[src/rtl/wpd_pkg.sv]
package wpd_pkg;

  localparam int MODE_W   = 3;
  localparam int MODE_LSB = 1;
  localparam int SRST_BIT = 4;
  localparam int PIN_BIT  = 0;

  localparam logic [MODE_W-1:0] MODE_LEVEL_LOW  = 3'd0;
  localparam logic [MODE_W-1:0] MODE_LEVEL_HIGH = 3'd1;
  localparam logic [MODE_W-1:0] MODE_EDGE_FALL  = 3'd2;
  localparam logic [MODE_W-1:0] MODE_EDGE_RISE  = 3'd3;
  localparam logic [MODE_W-1:0] MODE_OFF        = 3'd4;
  localparam logic [MODE_W-1:0] MODE_EDGE_ANY   = 3'd6;

  // strobes from control to datapath
  typedef struct packed {
    logic levelEn;   // evaluate level rather than edges
    logic levelPol;  // level that triggers
    logic riseEn;
    logic fallEn;
    logic blankLoad; // detector reset requested this cycle
  } detStrobes_t;

endpackage

[src/rtl/wpd_ctrl.sv]
module wpd_ctrl
  import wpd_pkg::*;
#(
  parameter int CFG_W = 8
) (
  input  logic             clk,
  input  logic             rst_n,
  input  logic             cfgWrEn,
  input  logic [CFG_W-1:0] cfgWrData,
  input  logic             pinSync,
  output logic [CFG_W-1:0] cfgRdData,
  output detStrobes_t      strb
);

  localparam int MODE_MSB = MODE_LSB + MODE_W - 1;

  logic [MODE_W-1:0] modeQ;
  logic              unusedWrBits;

  assign unusedWrBits = ^{cfgWrData[CFG_W-1:SRST_BIT+1], cfgWrData[PIN_BIT]};

  always_ff @(posedge clk or negedge rst_n) begin
    if (!rst_n) begin
      modeQ <= MODE_OFF;
    end else if (cfgWrEn) begin
      modeQ <= cfgWrData[MODE_MSB:MODE_LSB];
    end
  end

  always_comb begin
    strb           = '0;
    strb.blankLoad = cfgWrEn & cfgWrData[SRST_BIT];
    case (modeQ)
      MODE_LEVEL_LOW:  begin strb.levelEn = 1'b1; strb.levelPol = 1'b0; end
      MODE_LEVEL_HIGH: begin strb.levelEn = 1'b1; strb.levelPol = 1'b1; end
      MODE_EDGE_FALL:  strb.fallEn = 1'b1;
      MODE_EDGE_RISE:  strb.riseEn = 1'b1;
      MODE_EDGE_ANY:   begin strb.riseEn = 1'b1; strb.fallEn = 1'b1; end
      default:         ;
    endcase
  end

  always_comb begin
    cfgRdData                    = '0;
    cfgRdData[PIN_BIT]           = pinSync;
    cfgRdData[MODE_MSB:MODE_LSB] = modeQ;
  end

endmodule

[src/rtl/wpd_datapath.sv]
module wpd_datapath
  import wpd_pkg::*;
#(
  parameter int SYNC_STAGES = 2
) (
  input  logic        clk,
  input  logic        rst_n,
  input  logic        pinAsync,
  input  detStrobes_t strb,
  output logic        pinSync,
  output logic        wakeEvent
);

  localparam int BLANK_W = $clog2(SYNC_STAGES + 1);
  localparam logic [BLANK_W-1:0] BLANK_LEN = BLANK_W'(SYNC_STAGES);

  logic [SYNC_STAGES-1:0] syncQ;
  logic                   prevSample;
  logic [BLANK_W-1:0]     blankCnt;
  logic                   blanking;
  logic                   riseSeen;
  logic                   fallSeen;

  generate
    if (SYNC_STAGES == 1) begin : g_single
      always_ff @(posedge clk or negedge rst_n) begin
        if (!rst_n) syncQ <= '0;
        else        syncQ <= pinAsync;
      end
    end else begin : g_chain
      always_ff @(posedge clk or negedge rst_n) begin
        if (!rst_n) syncQ <= '0;
        else        syncQ <= {syncQ[SYNC_STAGES-2:0], pinAsync};
      end
    end
  endgenerate

  assign pinSync = syncQ[SYNC_STAGES-1];

  always_ff @(posedge clk or negedge rst_n) begin
    if (!rst_n) begin
      prevSample <= 1'b0;
      blankCnt   <= '0;
    end else begin
      prevSample <= pinSync;
      if (strb.blankLoad)      blankCnt <= BLANK_LEN;
      else if (blankCnt != '0) blankCnt <= blankCnt - 1'b1;
    end
  end

  assign blanking = (blankCnt != '0);
  assign riseSeen = pinSync & ~prevSample;
  assign fallSeen = ~pinSync & prevSample;

  always_comb begin
    if (strb.levelEn)
      wakeEvent = (pinSync == strb.levelPol);
    else
      wakeEvent = ~blanking & ((strb.riseEn & riseSeen) | (strb.fallEn & fallSeen));
  end

endmodule

[src/rtl/wake_pin_detector.sv]
module wake_pin_detector
  import wpd_pkg::*;
#(
  parameter int CFG_W       = 8,
  parameter int SYNC_STAGES = 2
) (
  input  logic             clk,
  input  logic             rst_n,
  input  logic             pinAsync,
  input  logic             cfgWrEn,
  input  logic [CFG_W-1:0] cfgWrData,
  output logic [CFG_W-1:0] cfgRdData,
  output logic             wakeEvent
);

  detStrobes_t strb;
  logic        pinSync;

  wpd_ctrl #(.CFG_W(CFG_W)) i_ctrl (
    .clk       (clk),
    .rst_n     (rst_n),
    .cfgWrEn   (cfgWrEn),
    .cfgWrData (cfgWrData),
    .pinSync   (pinSync),
    .cfgRdData (cfgRdData),
    .strb      (strb)
  );

  wpd_datapath #(.SYNC_STAGES(SYNC_STAGES)) i_dp (
    .clk       (clk),
    .rst_n     (rst_n),
    .pinAsync  (pinAsync),
    .strb      (strb),
    .pinSync   (pinSync),
    .wakeEvent (wakeEvent)
  );

endmodule

[config.mk]
export PLATFORM = sky130hd
export DESIGN_NAME = wake_pin_detector
export DESIGN_NICKNAME = d
export VERILOG_FILES = /design/src/rtl/wpd_pkg.sv /design/src/rtl/wpd_ctrl.sv /design/src/rtl/wpd_datapath.sv /design/src/rtl/wake_pin_detector.sv
export SDC_FILE = /design/constraint.sdc
export NUM_CORES = 1
export LEC_CHECK = 0
export ABC_AREA = 1
export BUFFER_PORTS_ARGS = -buffer_cell sky130_fd_sc_hd__buf_2
export CAP_MARGIN = 30
export CORE_AREA = 2 2 39 41
export CTS_CLUSTER_DIAMETER = 150
export CTS_CLUSTER_SIZE = 12
export DETAILED_ROUTE_END_ITERATION = 12
export DIE_AREA = 0 0 41 43
export PLACE_DENSITY = 0.55
export SLEW_MARGIN = 20
export SYNTH_ARGS = -nofsm -noshare
export SYNTH_HDL_FRONTEND = slang
export SYNTH_SLANG_ARGS = --single-unit
[constraint.sdc]
create_clock -name clk -period 1.1 [get_ports clk]
set_clock_uncertainty 0.15 [all_clocks]
set_input_delay 0.11 -clock clk [delete_from_list [all_inputs] [get_ports clk]]
set_output_delay 0.11 -clock clk [all_outputs]
set_load 0.01 [all_outputs]
# [Word-level counts from Yosys, hierarchy flattened]
# Index checks and enable logic that the tools add are counted.
[op_classes] add_sub_neg=1 n_eq_ne=5 mux=6 n_bitwise=10 n_reduce_logical=5
[op_table] cell="bitwise AND 1 bit" n=6
[op_table] cell="equality test 3 x 2 -> 1 bit (second input constant)" n=2
[op_table] cell="two-way mux 2 bit" n=2
[op_table] cell="one-hot mux 2 bit (2 select lines)" n=1
[op_table] cell="nonzero test 2 bit" n=2
[op_table] cell="OR reduction 2 bit" n=2
[op_table] cell="equality test 3 x 1 -> 1 bit (second input constant)" n=1
[op_table] cell="equality test 3 bit (second input constant)" n=1
[op_table] cell="logical NOT 3 bit" n=1
[op_table] cell="two-way mux 1 bit" n=3
[op_table] cell="NOT 1 bit" n=3
[op_table] cell="subtractor 2 x 1 -> 2 bit (second input constant)" n=1
[op_table] cell="equality test 1 bit" n=1
[op_table] cell="bitwise OR 1 bit" n=1
[word_totals] ff_bits=8 inputBits=12 output_inout_bits=9 elab_cells=31

# [Longest topological paths before layout]
# Gate-level depths: netlist of run 1.
[depth] ltp_word=7 depth_mapped=6 mapped_depth_nobuf=6

# [By module]
# A second synthesis of run 1 with hierarchy kept.
[hier_totals] cells_unflattened=52 area_unflattened_um2=416.6
[by_module_without_submodules] module="wpd_datapath" n_inst=1 cells_each=26 area_per_inst_um2=227.7 seq_area_each_um2=125.1
[by_module_without_submodules] module="wpd_ctrl" n_inst=1 cells_each=26 area_per_inst_um2=188.9 seq_area_each_um2=76.3

# [Worst setup path before layout of run 1]
# No wires, ideal clock.
[synth_timing] kind="register -> output" from="reg i_dp.blankCnt[0]" to="out wakeEvent" t_arrival_ps=964 required_ps=840 setup_slack_ps=-124 path_stages_with_launch=7 path_buffers=0 cell_sequence="dfrtp_1 > inv_1 > ha_1 > nor2_1 > a21oi_2 > nand2_1 > nor2_1"
[synth_between] elab_chain_len=4
[synth_rtl] item="start: declaration" line="wpd_datapath.sv:19" source="logic [BLANK_W-1:0] blankCnt;"
[synth_rtl] item="start signal: assignment" line="wpd_datapath.sv:47" source="else if (blankCnt != '0) blankCnt <= blankCnt - 1'b1;"
[synth_rtl] item="nonzero test 2 bit" line="wpd_datapath.sv:51" source="assign blanking = (blankCnt != '0);"
[synth_rtl] item="NOT 1 bit" line="wpd_datapath.sv:59" source="wakeEvent = ~blanking & ((strb.riseEn & riseSeen) | (strb.fallEn & fallSeen));"
[synth_rtl] item="bitwise AND 1 bit" line="wpd_datapath.sv:59"
[synth_rtl] item="two-way mux 1 bit" line="wpd_datapath.sv:56" source="if (strb.levelEn)"
[synth_rtl] item="end: declaration" line="wake_pin_detector.sv:13" source="output logic wakeEvent"
# Every way passes these cells.

# [Worst setup path in the final report of run 1]
[layout_timing] from="reg i_dp.blankCnt[1]" to="out wakeEvent"
# Same word-level chain as after synthesis.

==> metrics.md, run 1 <==
| Metric | Value |
|---|---|
| Status | `complete, but fails checks` |
| Failing checks | `negative setup slack` |
| Die area | `1760 sq um` |
| Mapped cell area | `384 sq um` |
| Flop pwr share | `0.324` |
| Yosys warning total | `0` |
| Crit path cell chain | `inv_2 -> ha_4 -> nor2_2 -> a21oi_2 -> nand2_1 -> nor2_2 -> buf_2` |
| Core Area | `1380 sq um` |
| Sw Share | `0.310` |
| I/O Pins | `21` |
| Die Span Y | `43 um` |
| Worst Setup SP | `i_dp.blankCnt[1]` |
| Cells after synthesis | `45` |
| Top post-synthesis cells by count | `nand2_1 (12), dfrtp_1 (7), inv_1 (7), buf_4 (5)` |
| CP max stage delay | `0.39 ns` |
| Rows | `14` |
| Cell variety after synth | `14` |
| Max-cap viol count | `0` |
| Clock H-tree levels | `1` |
| Leakage power | `0.353 nW` |
| Largest net degree at the start of global routing | `9` |
| EDFF count, synth | `0` |
| Top-area cell type share of the netlist area | `0.456` |
| Comb power frac | `0.481` |
| Clock Path Buffers | `2` |
| Sequential fraction of the synthesis area | `0.524` |
| R2r startpoint | `i_dp.blankCnt[1]` |
| HP Class | `in2async` |
| Final setup TNS | `-0.879 ns` |
| Slowest cell on crit path | `dfrtp_1` |
| Vias | `383` |
| Ant. Diodes | `0` |
| Horiz. Die Dim | `41 um` |
| Total grt overflow | `0` |
| RSZ-0062 raised after global routing | `yes` |
| Cell with the most instances after synthesis | `nand2_1` |
| DRC viols | `0` |
| F_max | `671 MHz` |
| Biggest area consumer among synthesized cells | `dfrtp_1` |
| Ys flop type | `dfrtp_1` |
| Crit Path Category | `reg2out` |
| Final Cycle Share | `1.35` |
| Routed len/inst | `8.79 um` |
| Worst Path Arrival | `1.23 ns` |
| Number of port buffers | `12` |
| # clock sinks | `8` |
| Clock transition at path regs | `0.05 ns` |
| CP max FO | `2` |
| Startpoint Class | `flip-flop` |
| Clock power frac | `0.195` |
| Final-stage net count | `92` |
| Internal power | `0.834 mW` |
| Share of cells above drive strength 1 | `0.513` |
| Final WL | `826 um` |
| Mean Syn Cell Area | `8.54 sq um` |
| Final Hold Vio Count | `0` |
| Number of vias per cell | `4.07` |
| Overall Global Routing Usage | `0.119` |
| Post-synth ARST share | `1.00` |
| Post-Route Utilization | `0.491` |
| Fillers | `144` |
| Worst R2R Setup Slack | `-0.17 ns` |
| Clk root buf | `clkbuf_4` |
| Synth area leaders | `dfrtp_1 (46%), nand2_1 (12%), buf_4 (9.8%)` |
| Global-route wire length before repair | `1390 um` |
| Critical Path RT | `0.84 ns` |
| Worst Path Buf+Inv | `2` |
| Vias in the first global route | `367` |
| Num CTS Buffers | `3` |
| Antenna violations before repair | `0` |
| Max-slew violation count | `0` |
| 1st-iter DRT viols | `3` |
| Area Overhead vs Synth | `76.9%` |
| Final WS setup | `-0.390 ns` |
| Pwr dens | `1780 nW/um^2` |
| Net switching power | `0.375 mW` |
| Fin crit period | `1.49 ns` |
| Worst-Skew Late Latency | `0.25 ns` |
| Initial Utilization | `0.278` |
| Endpoint class of the critical path | `primary output` |
| CTS tree | `built` |
| Setup-failing EPs final | `5` |
| VDD IR max | `1.11 mV` |
| Routability congestion estimate from global placement | `0.650` |
| Post-DRT Antenna Nets | `0` |
| Top cell by count, worst path | `nor2_2` |
| #FFs+latches synth | `8` |
| Top delay family on crit path | `flip-flops` |
| Pre-antenna DRT Iters | `2` |
| Post-DP HPWL | `538 um` |
through the flow:
step                      hold WS (ns)  area [sq um]  power [mW]  worst slack, ns  std cells
after floorplan                 -0.336           413       0.615          -0.0551         48
after global placement          -0.190           500       0.736           -0.138         77
after detailed placement        -0.190           500       0.749           -0.150         77
after CTS                       0.0726           631        1.09           -0.399         90
after global routing            0.0938           679        1.29           -0.470         94
final                           0.0924           679        1.21           -0.390         94
sequential cells by signal, indices dropped and copies added (netlist names):
signal / cells
i_ctrl.modeQ: 3
i_dp.blankCnt: 2
i_dp.syncQ: 2
i_dp.prevSample: 1
worst paths after layout:
check	end	cells past startpoint
max in group asynchronous	i_ctrl.modeQ[2]	2
hold reg to reg	i_dp.syncQ[1]	0
setup reg to reg	i_dp.blankCnt[0]	7
setup / recovery	wakeEvent	7
min in group clk	i_dp.syncQ[1]	0
hold / removal	i_dp.prevSample	2
area by class of cell:
type,instances,area [sq um],share of cell area
Timing Repair Buffer,31,244,0.359
Clock buffer,4,26.3,0.0387
Multi-Input combinational cell,27,158,0.232
Tap cell,16,20.0,0.0295
Sequential cell,8,201,0.297
Inverter,8,30.0,0.0442
power groups by stage:
stage / Sequential, mW / Clock [mW] / Combinational, mW
after floorplan: 0.396 / 0 / 0.219
after global placement: 0.394 / 0 / 0.342
after detailed placement: 0.395 / 0 / 0.354
after CTS: 0.389 / 0.251 / 0.451
after global routing: 0.397 / 0.257 / 0.637
final: 0.392 / 0.236 / 0.581
logic make-up (layout without fill, tap and decap cells):
| group | count (synthesis) | after routing | share of synthesized area |
|---|---|---|---|
| AND/OR/NAND/NOR | 14 | 14 | 0.137 |
| buffers and inverters | 13 | 43 | 0.176 |
| AO/OA/AOI/OAI | 8 | 8 | 0.121 |
| flip-flops | 8 | 8 | 0.524 |
| adder cells (fa/ha/maj) | 1 | 1 | 0.0326 |
| other | 1 | 4 | 0.00976 |
metal layers:
| metal | global-route usage | part of all wire | vias to the layer above |
|---|---|---|---|
| met5 | 0 | 0 | - |
| met4 | 0.100 | 0.012 | 0 |
| met3 | 0.0157 | 0.054 | 2 |
| met2 | 0.181 | 0.54 | 13 |
| met1 | 0.138 | 0.39 | 173 |
| li1 | - | - | 195 |
worst register-to-register path, stage by stage (launching register included):
cell and delay, ns:
dfrtp_1 0.39, inv_2 0.08, ha_4 0.14, buf_4 0.10, buf_6 0.09, inv_2 0.04
o21ai_2 0.14, a21oi_2 0.04
cell usage in the layout, fill, tap and decap left out, drive strengths merged:
cell         instances
dfrtp                7
dlygate4sd3          7
clkbuf               4
nor2                 2
o21ai                4
inv                  8
o211ai               1
nand2               12
ha                   1
buf                 24
a21oi                3
conb                 4
dfstp                1
repair_timing:
action | CTS | global route
endpoints found under the hold margin | 13 | 0
pin swaps | 4 | 3
buffers inserted | 3 | 4
gates resized for setup | 5 | 6
hold buffers | 7 | 0
setup endpoints to repair | 5 | 7
Note: power is estimated with default switching activity, not from simulation.
==> run 2: changes to the inputs <==
--- a/config.mk
+++ b/config.mk
@@ -5,7 +5,6 @@
 export SDC_FILE = /design/constraint.sdc
 export NUM_CORES = 1
 export LEC_CHECK = 0
-export ABC_AREA = 1
 export BUFFER_PORTS_ARGS = -buffer_cell sky130_fd_sc_hd__buf_2
 export CAP_MARGIN = 30
 export CORE_AREA = 2 2 39 41
==> run 2 against run 1 <==
  * The run still ends with negative setup slack left
  * Setup slack got worse by 0.068 ns
  * Synthesized cell count is 29% lower
  * Register-to-register slack worse by 0.04 ns
  * Fmax shrank 4.3%
  * Worst hold slack lost 0.068 ns
  * Sequential power shrank 1%
  * Clock power increased by 4%
  * Critical path depth fell by 3
  * Total power is 9.5% lower
  * Highest routed layer is now met3
  * Wire length is 4.7% lower
==> metrics.md, run 2 <==
| Metric | Value |
|---|---|
| Status | `complete, but fails checks (unchanged)` |
| Failing checks | `negative setup slack (unchanged)` |
| Cell variety after synth | `17 (was 14)` |
| Xor and xnor area share after synthesis | `0.0453 (was 0)` |
| Top delay family on crit path | `flip-flops (unchanged)` |
| Biggest regs | `i_ctrl.modeQ: 3 flops, i_dp.blankCnt: 2 flops, i_dp.syncQ: 2 flops (unchanged)` |
| Largest Register | `i_ctrl.modeQ (unchanged)` |
| Worst-Skew Late Latency | `0.25 ns (about the same)` |
| CP max stage delay | `0.54 ns (was 0.39 ns)` |
| Post-synthesis simple-gate area fraction | `0.0841 (was 0.137)` |
| EDFF count, synth | `0 (unchanged)` |
| Horiz. Die Dim | `41 um (unchanged)` |
| Most frequent cells in the layout | `buf_6 (9), buf_2 (8), dlygate4sd3_1 (7) (was nand2_1 (11), buf_2 (10), buf_4 (9))` |
| Die Span Y | `43 um (unchanged)` |
| Post-DRT Antenna Nets | `0 (unchanged)` |
| Synth area leaders | `dfrtp_1 (45%), buf_4 (9.7%), dfstp_2 (6.8%) (was dfrtp_1 (46%), nand2_1 (12%), buf_4 (9.8%))` |
| Endpoint class of the critical path | `primary output (unchanged)` |
| F_max | `642 MHz (was 671 MHz)` |
| CTS tree | `built (unchanged)` |
| Global-route wire length before repair | `1210 um (was 1390 um)` |
| Number of flip-flops under the largest register name | `3 (unchanged)` |
| Routability congestion estimate from global placement | `0.649 (was 0.650)` |
| Worst Path Buf+Inv | `1 (was 2)` |
| Antenna violations before repair | `0 (unchanged)` |
| Final setup TNS | `-1.35 ns (was -0.879 ns)` |
| Number of vias per cell | `4.05 (was 4.07)` |
| Sequential fraction of the synthesis area | `0.521 (was 0.524)` |
| Clk root buf | `clkbuf_4 (unchanged)` |
| Crit path cell chain | `and4bb_1 -> o21ai_1 -> o31ai_1 -> buf_2 (was inv_2 -> ha_4 -> nor2_2 -> a21oi_2 -> nand2_1 -> nor2_2 -> buf_2)` |
| Comb power frac | `0.421 (was 0.481)` |
| 1st-iter DRT viols | `2 (was 3)` |
| Yosys warning total | `0 (unchanged)` |
| Post-synthesis compound-gate area fraction | `0.0777 (was 0.121)` |
| Mux cell area share after synthesis | `0.113 (was 0)` |
| Share of cells above drive strength 1 | `0.532 (was 0.513)` |
| Mapped cell area | `387 sq um (was 384 sq um)` |
| Cell with the most instances after synthesis | `dfrtp_1 (was nand2_1)` |
| RSZ-0062 raised after global routing | `yes (unchanged)` |
| Worst Hold Launch | `cfgWrEn` |
| Mean Syn Cell Area | `12.1 sq um (was 8.54 sq um)` |
| Commonest non-fill, non-tap cell in the layout | `buf_6 (was nand2_1)` |
| Fin crit period | `1.56 ns (was 1.49 ns)` |
| Top post-synthesis cells by count | `dfrtp_1 (7), buf_4 (5) (was nand2_1 (12), dfrtp_1 (7), inv_1 (7), buf_4 (5))` |
| Worst Path Arrival | `1.30 ns (was 1.23 ns)` |
| Top-area cell type share of the netlist area | `0.453 (was 0.456)` |
| Biggest area consumer among synthesized cells | `dfrtp_1 (unchanged)` |
| Critical Path RT | `0.84 ns (about the same)` |
| VDD IR max | `0.757 mV (was 1.11 mV)` |
| Total grt overflow | `0 (unchanged)` |
| I/O Pins | `21 (unchanged)` |
| Internal power | `0.770 mW (was 0.834 mW)` |
| Rows | `14 (unchanged)` |
| Final WS setup | `-0.458 ns (was -0.390 ns)` |
| Worst R2R Setup Slack | `-0.21 ns (was -0.17 ns)` |
| Number of port buffers | `12 (unchanged)` |
| Die area | `1760 sq um (unchanged)` |
| Sw Share | `0.296 (was 0.310)` |
| CP max FO | `3 (was 2)` |
| # clock sinks | `8 (unchanged)` |
| Largest family of logic cells by synthesized area | `buffers and inverters (unchanged)` |
| Pwr dens | `1620 nW/um^2 (was 1780 nW/um^2)` |
| Net switching power | `0.325 mW (was 0.375 mW)` |
| Vias | `316 (was 383)` |
| Flop pwr share | `0.354 (was 0.324)` |
| Placed cell area | `490 sq um (was 500 sq um)` |
| Clock H-tree levels | `1 (unchanged)` |
| DRC viols | `0 (unchanged)` |
| Final-stage net count | `76 (was 92)` |
| Cells after synthesis | `32 (was 45)` |
| Setup-failing EPs final | `8 (was 5)` |
| Crit Path Category | `reg2out (unchanged)` |
| HP Class | `in2reg (was in2async)` |
| R2r startpoint | `i_ctrl.modeQ[2] (was i_dp.blankCnt[1])` |
| Clock Path Buffers | `2 (unchanged)` |
| #FFs+latches synth | `8 (unchanged)` |
| Slowest cell on crit path | `dfstp_2 (was dfrtp_1)` |
| Max-cap viol count | `0 (unchanged)` |
| Num CTS Buffers | `3 (unchanged)` |
| Cells after DPL | `63 (was 77)` |
| Largest net degree at the start of global routing | `9 (unchanged)` |
| Hold Crit Depth | `2` |
| Synth Area in Adders | `0.0324 (was 0.0326)` |
| Leakage power | `0.330 nW (was 0.353 nW)` |
| Area Overhead vs Synth | `75.1% (was 76.9%)` |
| Non-filler cells, final | `78 (was 94)` |
| Final Cycle Share | `1.42 (was 1.35)` |
| Post-layout instance area | `677 sq um (was 679 sq um)` |
| Startpoint Class | `flip-flop (unchanged)` |
| FF-to-FF End | `i_ctrl.modeQ[2] (was i_dp.blankCnt[0])` |
| Ys flop type | `dfrtp_1 (unchanged)` |
| Core Area | `1380 sq um (unchanged)` |
| Ant. Diodes | `0 (unchanged)` |
| Clock transition at path regs | `0.06 ns (was 0.05 ns)` |
| Pre-antenna DRT Iters | `4 (was 2)` |
| Final Hold Vio Count | `0 (unchanged)` |
| Routed len/inst | `10.1 um (was 8.79 um)` |
| Overall Global Routing Usage | `0.104 (was 0.119)` |
| Post-synth ARST share | `1.00 (unchanged)` |
| Max-slew violation count | `0 (unchanged)` |
| Initial Utilization | `0.279 (was 0.278)` |
| Final WL | `787 um (was 826 um)` |
| Clock power frac | `0.225 (was 0.195)` |
| R2R cell count | `5 (was 7)` |
| Post-DP HPWL | `474 um (was 538 um)` |
| Vias in the first global route | `301 (was 367)` |
| Hold endpoint | `i_dp.blankCnt[1]` |
==> run 2: worst max path at each step <==
stage | from | end | cells past startpoint
6_report | i_ctrl.modeQ[2] | wakeEvent | 4
5_1_grt | i_ctrl.modeQ[2] | wakeEvent | 5
4_1_cts | i_ctrl.modeQ[2] | wakeEvent | 4
3_5_place_dp | i_ctrl.modeQ[2] | wakeEvent | 5
3_3_place_gp | i_ctrl.modeQ[2] | wakeEvent | 4
2_1_floorplan | i_ctrl.modeQ[2] | wakeEvent | 3
==> run 2: cell families (layout without fill, tap and decap cells) <==
logic type	count (synthesis)	after routing
other cells	1	4
mux	4	4
buf+inv	7	34
compound gates	5	5
fa+ha+maj	1	1
simple gates	4	4
xor+xnor	2	2
flops	8	8
==> run 2: metal layers <==
layer | track usage | vias to the layer above | part of all wire
li1 | - | 158 | -
met1 | 0.144 | 150 | 0.43
met2 | 0.147 | 8 | 0.54
met3 | 0.0157 | 0 | 0.034
met4 | 0.0600 | 0 | 0
met5 | 0 | - | 0
==> run 2: power groups by stage <==
stage / combinational, mW / clock [mW] / sequential (mW)
after detailed placement: 0.338 / 0 / 0.389
after global placement: 0.329 / 0 / 0.388
after floorplan: 0.223 / 0 / 0.393
final: 0.461 / 0.246 / 0.387
after CTS: 0.411 / 0.250 / 0.386
after global routing: 0.507 / 0.265 / 0.395
==> run 2: what timing repair did <==
item                                    4_1_cts  5_1_grt
cloned                                        0        0
hold buffers                                  7        0
resized for setup                            11        7
endpoints found under the setup margin        6       10
setup buffers                                 5        5
pin swaps                                     2        1
hold endpoints to repair                     14        0
==> run 2: per-stage QoR <==
stage / hold WS [ns] / worst slack [ns] / power (mW) / util
2_1_floorplan: -0.336 / -0.126 / 0.616 / -
3_3_place_gp: -0.191 / -0.198 / 0.717 / 0.354
3_5_place_dp: -0.189 / -0.211 / 0.726 / 0.354
4_1_cts: 0.00793 / -0.455 / 1.05 / 0.475
5_1_grt: 0.0267 / -0.539 / 1.17 / 0.489
6_report: 0.0248 / -0.458 / 1.09 / 0.489
==> run 2: final cells by class <==
class	instances	area, sq um
clock buffer	4	26.3
fill	130	707
inverter	2	7.51
multi-input combinational	20	179
sequential	8	203
tap	16	20.0
timing repair buffer	28	241
==> run 2: worst register-to-register path, stage by stage, from the launching register on <==
cell,delay [ns]
dfstp_2,0.37
buf_4,0.13
buf_6,0.11
buf_6,0.10
buf_4,0.12
mux2_4,0.26
==> run 3: changes to the inputs <==
==> constraint.sdc (replaced) <==
create_clock -name clk -period 1.1 [get_ports clk]
set_clock_uncertainty 0.15 [all_clocks]
set_input_delay 0.11 -clock clk [delete_from_list [all_inputs] [get_ports clk]]
set_output_delay 0.11 -clock clk [all_outputs]
set_load 0.005 [all_outputs]
==> run 3 against run 2 <==
  * The flow still finishes with violations (negative setup slack)
  * Clock power down 2%
  * Total power shrank 6.1%
  * Wire length increased by 7.6%
  * Utilization decreased by 1.8 points
  * Worst hold slack worse by 0.012 ns
  * First-iteration DRC count up 50%
  * Non-clock buffer count shrank 2
  * Sequential share of layout area grew 0.96 points
  * Critical path depth grew 1
  * Highest routed layer unchanged
==> metrics.md, run 3 (synthesis results as in run 2) <==
| Metric | Value |
|---|---|
| Total grt overflow | `0 (unchanged)` |
| Max-cap viol count | `0 (unchanged)` |
| Flip-flop and latch area | `201 sq um (was 203 sq um)` |
| Largest net degree at the start of global routing | `9 (unchanged)` |
| Num CTS Buffers | `3 (unchanged)` |
| Global-route wire length before repair | `1200 um (was 1210 um)` |
| Routability congestion estimate from global placement | `0.605 (was 0.649)` |
| Clk root buf | `clkbuf_4 (unchanged)` |
| Post-DP HPWL | `511 um (was 474 um)` |
| HP Class | `in2reg (unchanged)` |
| Die Span Y | `43 um (unchanged)` |
| RSZ-0062 raised after global routing | `yes (unchanged)` |
| Final setup TNS | `-1.01 ns (was -1.35 ns)` |
| Final Hold Vio Count | `0 (unchanged)` |
| Number of flip-flops under the largest register name | `3 (unchanged)` |
| Pre-antenna DRT Iters | `3 (was 4)` |
| 1st-iter DRT viols | `3 (was 2)` |
| Die area | `1760 sq um (unchanged)` |
| CTS tree | `built (unchanged)` |
| Final Cycle Share | `1.43 (was 1.42)` |
| Commonest non-fill, non-tap cell in the layout | `buf_2 (was buf_6)` |
| Horiz. Die Dim | `41 um (unchanged)` |
| Final WL | `847 um (was 787 um)` |
| Endpoint class of the critical path | `primary output (unchanged)` |
| Clock transition at path regs | `0.06 ns (about the same)` |
| Fillers | `130 (unchanged)` |
| Initial Utilization | `0.279 (unchanged)` |
| Startpoint Class | `flip-flop (unchanged)` |
| Vias in the first global route | `315 (was 301)` |
| Routed len/inst | `11.1 um (was 10.1 um)` |
| Worst hold slack | `0.0123 ns (was 0.0248 ns)` |
| Setup-failing EPs final | `6 (was 8)` |
| Ant. Diodes | `0 (unchanged)` |
| Max-slew violation count | `0 (unchanged)` |
| Pre-CTS WS | `-0.199 ns (was -0.211 ns)` |
| Share of cells above drive strength 1 | `0.517 (was 0.532)` |
| Core Area | `1380 sq um (unchanged)` |
| Worst Path Arrival | `1.31 ns (was 1.30 ns)` |
| Clock H-tree levels | `1 (unchanged)` |
| Clock Path Buffers | `2 (unchanged)` |
| Area Overhead vs Synth | `68.6% (was 75.1%)` |
| Cells after DPL | `62 (was 63)` |
| I/O Pins | `21 (unchanged)` |
| # clock sinks | `8 (unchanged)` |
| Number of vias per cell | `4.12 (was 4.05)` |
| Post-DRT Antenna Nets | `0 (unchanged)` |
| Overall Global Routing Usage | `0.103 (was 0.104)` |
| Vias | `313 (was 316)` |
| Multi-input logic area | `180 sq um (was 179 sq um)` |
| Pwr dens | `1580 nW/um^2 (was 1620 nW/um^2)` |
| F_max | `636 MHz (was 642 MHz)` |
| Crit Path Category | `reg2out (unchanged)` |
| Biggest regs | `i_ctrl.modeQ: 3 flops, i_dp.blankCnt: 2 flops, i_dp.syncQ: 2 flops (unchanged)` |
| CP max FO | `3 (unchanged)` |
| Critical Path RT | `0.84 ns (about the same)` |
| Fin crit period | `1.57 ns (was 1.56 ns)` |
| Final-stage net count | `74 (was 76)` |
| Antenna violations before repair | `0 (unchanged)` |
| Rows | `14 (unchanged)` |
| Non-filler cells, final | `76 (was 78)` |
| Status | `complete, but fails checks (unchanged)` |
| Failing checks | `negative setup slack (unchanged)` |
| Final WS setup | `-0.473 ns (was -0.458 ns)` |
| Worst-Skew Late Latency | `0.25 ns (about the same)` |
| Number of port buffers | `12 (unchanged)` |
| Largest Register | `i_ctrl.modeQ (unchanged)` |
| Leakage power | `0.315 nW (was 0.330 nW)` |
| Most frequent cells in the layout | `buf_2 (9), dlygate4sd3_1 (7), dfrtp_1 (7), buf_6 (7), conb_1 (4) (was buf_6 (9), buf_2 (8), dlygate4sd3_1 (7))` |
| DRC viols | `0 (unchanged)` |
| VDD IR max | `0.671 mV (was 0.757 mV)` |
-- run 3: cell count changes in the layout (fill, tap and decap cells not counted), sizes merged --
| cell | change |
|---|---|
| buf | -2 |
-- run 3: worst max-delay path, stage by stage, from the launching register on --
cell      delay (ns)
dfstp_2         0.53
nand3b_1        0.09
a21oi_2         0.16
o21ai_2         0.08
o31ai_2         0.06
buf_2           0.15
-- run 3: cell type report --
class / count / area share
tap: 16 / 0.0307
inverter: 2 / 0.0115
timing repair buffer: 26 / 0.332
clock buffer: 4 / 0.0403
sequential: 8 / 0.309
multi-input combinational: 20 / 0.276
-- run 3: final timing paths --
kind / startpoint / endpoint / slack [ns] / cells after the start
max reg2reg: i_ctrl.modeQ[2] / i_ctrl.modeQ[2] / -0.09 / 4
max in group asynchronous: rst_n / i_ctrl.modeQ[2] / 0.48 / 2
min in group asynchronous: rst_n / i_dp.syncQ[0] / 0.07 / 2
min reg2reg: i_dp.syncQ[0] / i_dp.syncQ[1] / 0.21 / 0
min: cfgWrEn / i_dp.blankCnt[1] / 0.01 / 2
max: i_ctrl.modeQ[2] / wakeEvent / -0.47 / 5
-- run 3: through the flow --
| stage | total power, mW | cell area, sq um | utilization |
|---|---|---|---|
| 2_1_floorplan | 0.606 | 410 | - |
| 5_1_grt | 1.10 | 652 | 0.471 |
| 4_1_cts | 1.01 | 611 | 0.441 |
| 6_report | 1.03 | 652 | 0.471 |
| 3_5_place_dp | 0.711 | 483 | 0.349 |
| 3_3_place_gp | 0.702 | 483 | 0.349 |
-- run 3: power breakdown --
group | internal, mW | switching, mW
registers | 0.353 | 0.0356
logic | 0.235 | 0.163
clock network | 0.139 | 0.101
total | 0.727 | 0.301
-- run 3: timing repair --
| item | 4_1_cts | 5_1_grt |
|---|---|---|
| pin swaps | 1 | 2 |
| hold endpoints to repair | 14 | 0 |
| hold buffers | 7 | 0 |
| gates resized for setup | 6 | 6 |
| endpoints found under the setup margin | 5 | 7 |
| setup buffers | 1 | 3 |
-- run 3: per-layer routing --
| metal | GRT usage | up-vias | routed length, um |
|---|---|---|---|
| met4 | 0.0800 | 0 | 0 |
| met2 | 0.159 | 8 | 476 |
| met5 | 0 | - | 0 |
| met3 | 0.0157 | 0 | 29 |
| met1 | 0.118 | 151 | 340 |
| li1 | - | 154 | - |
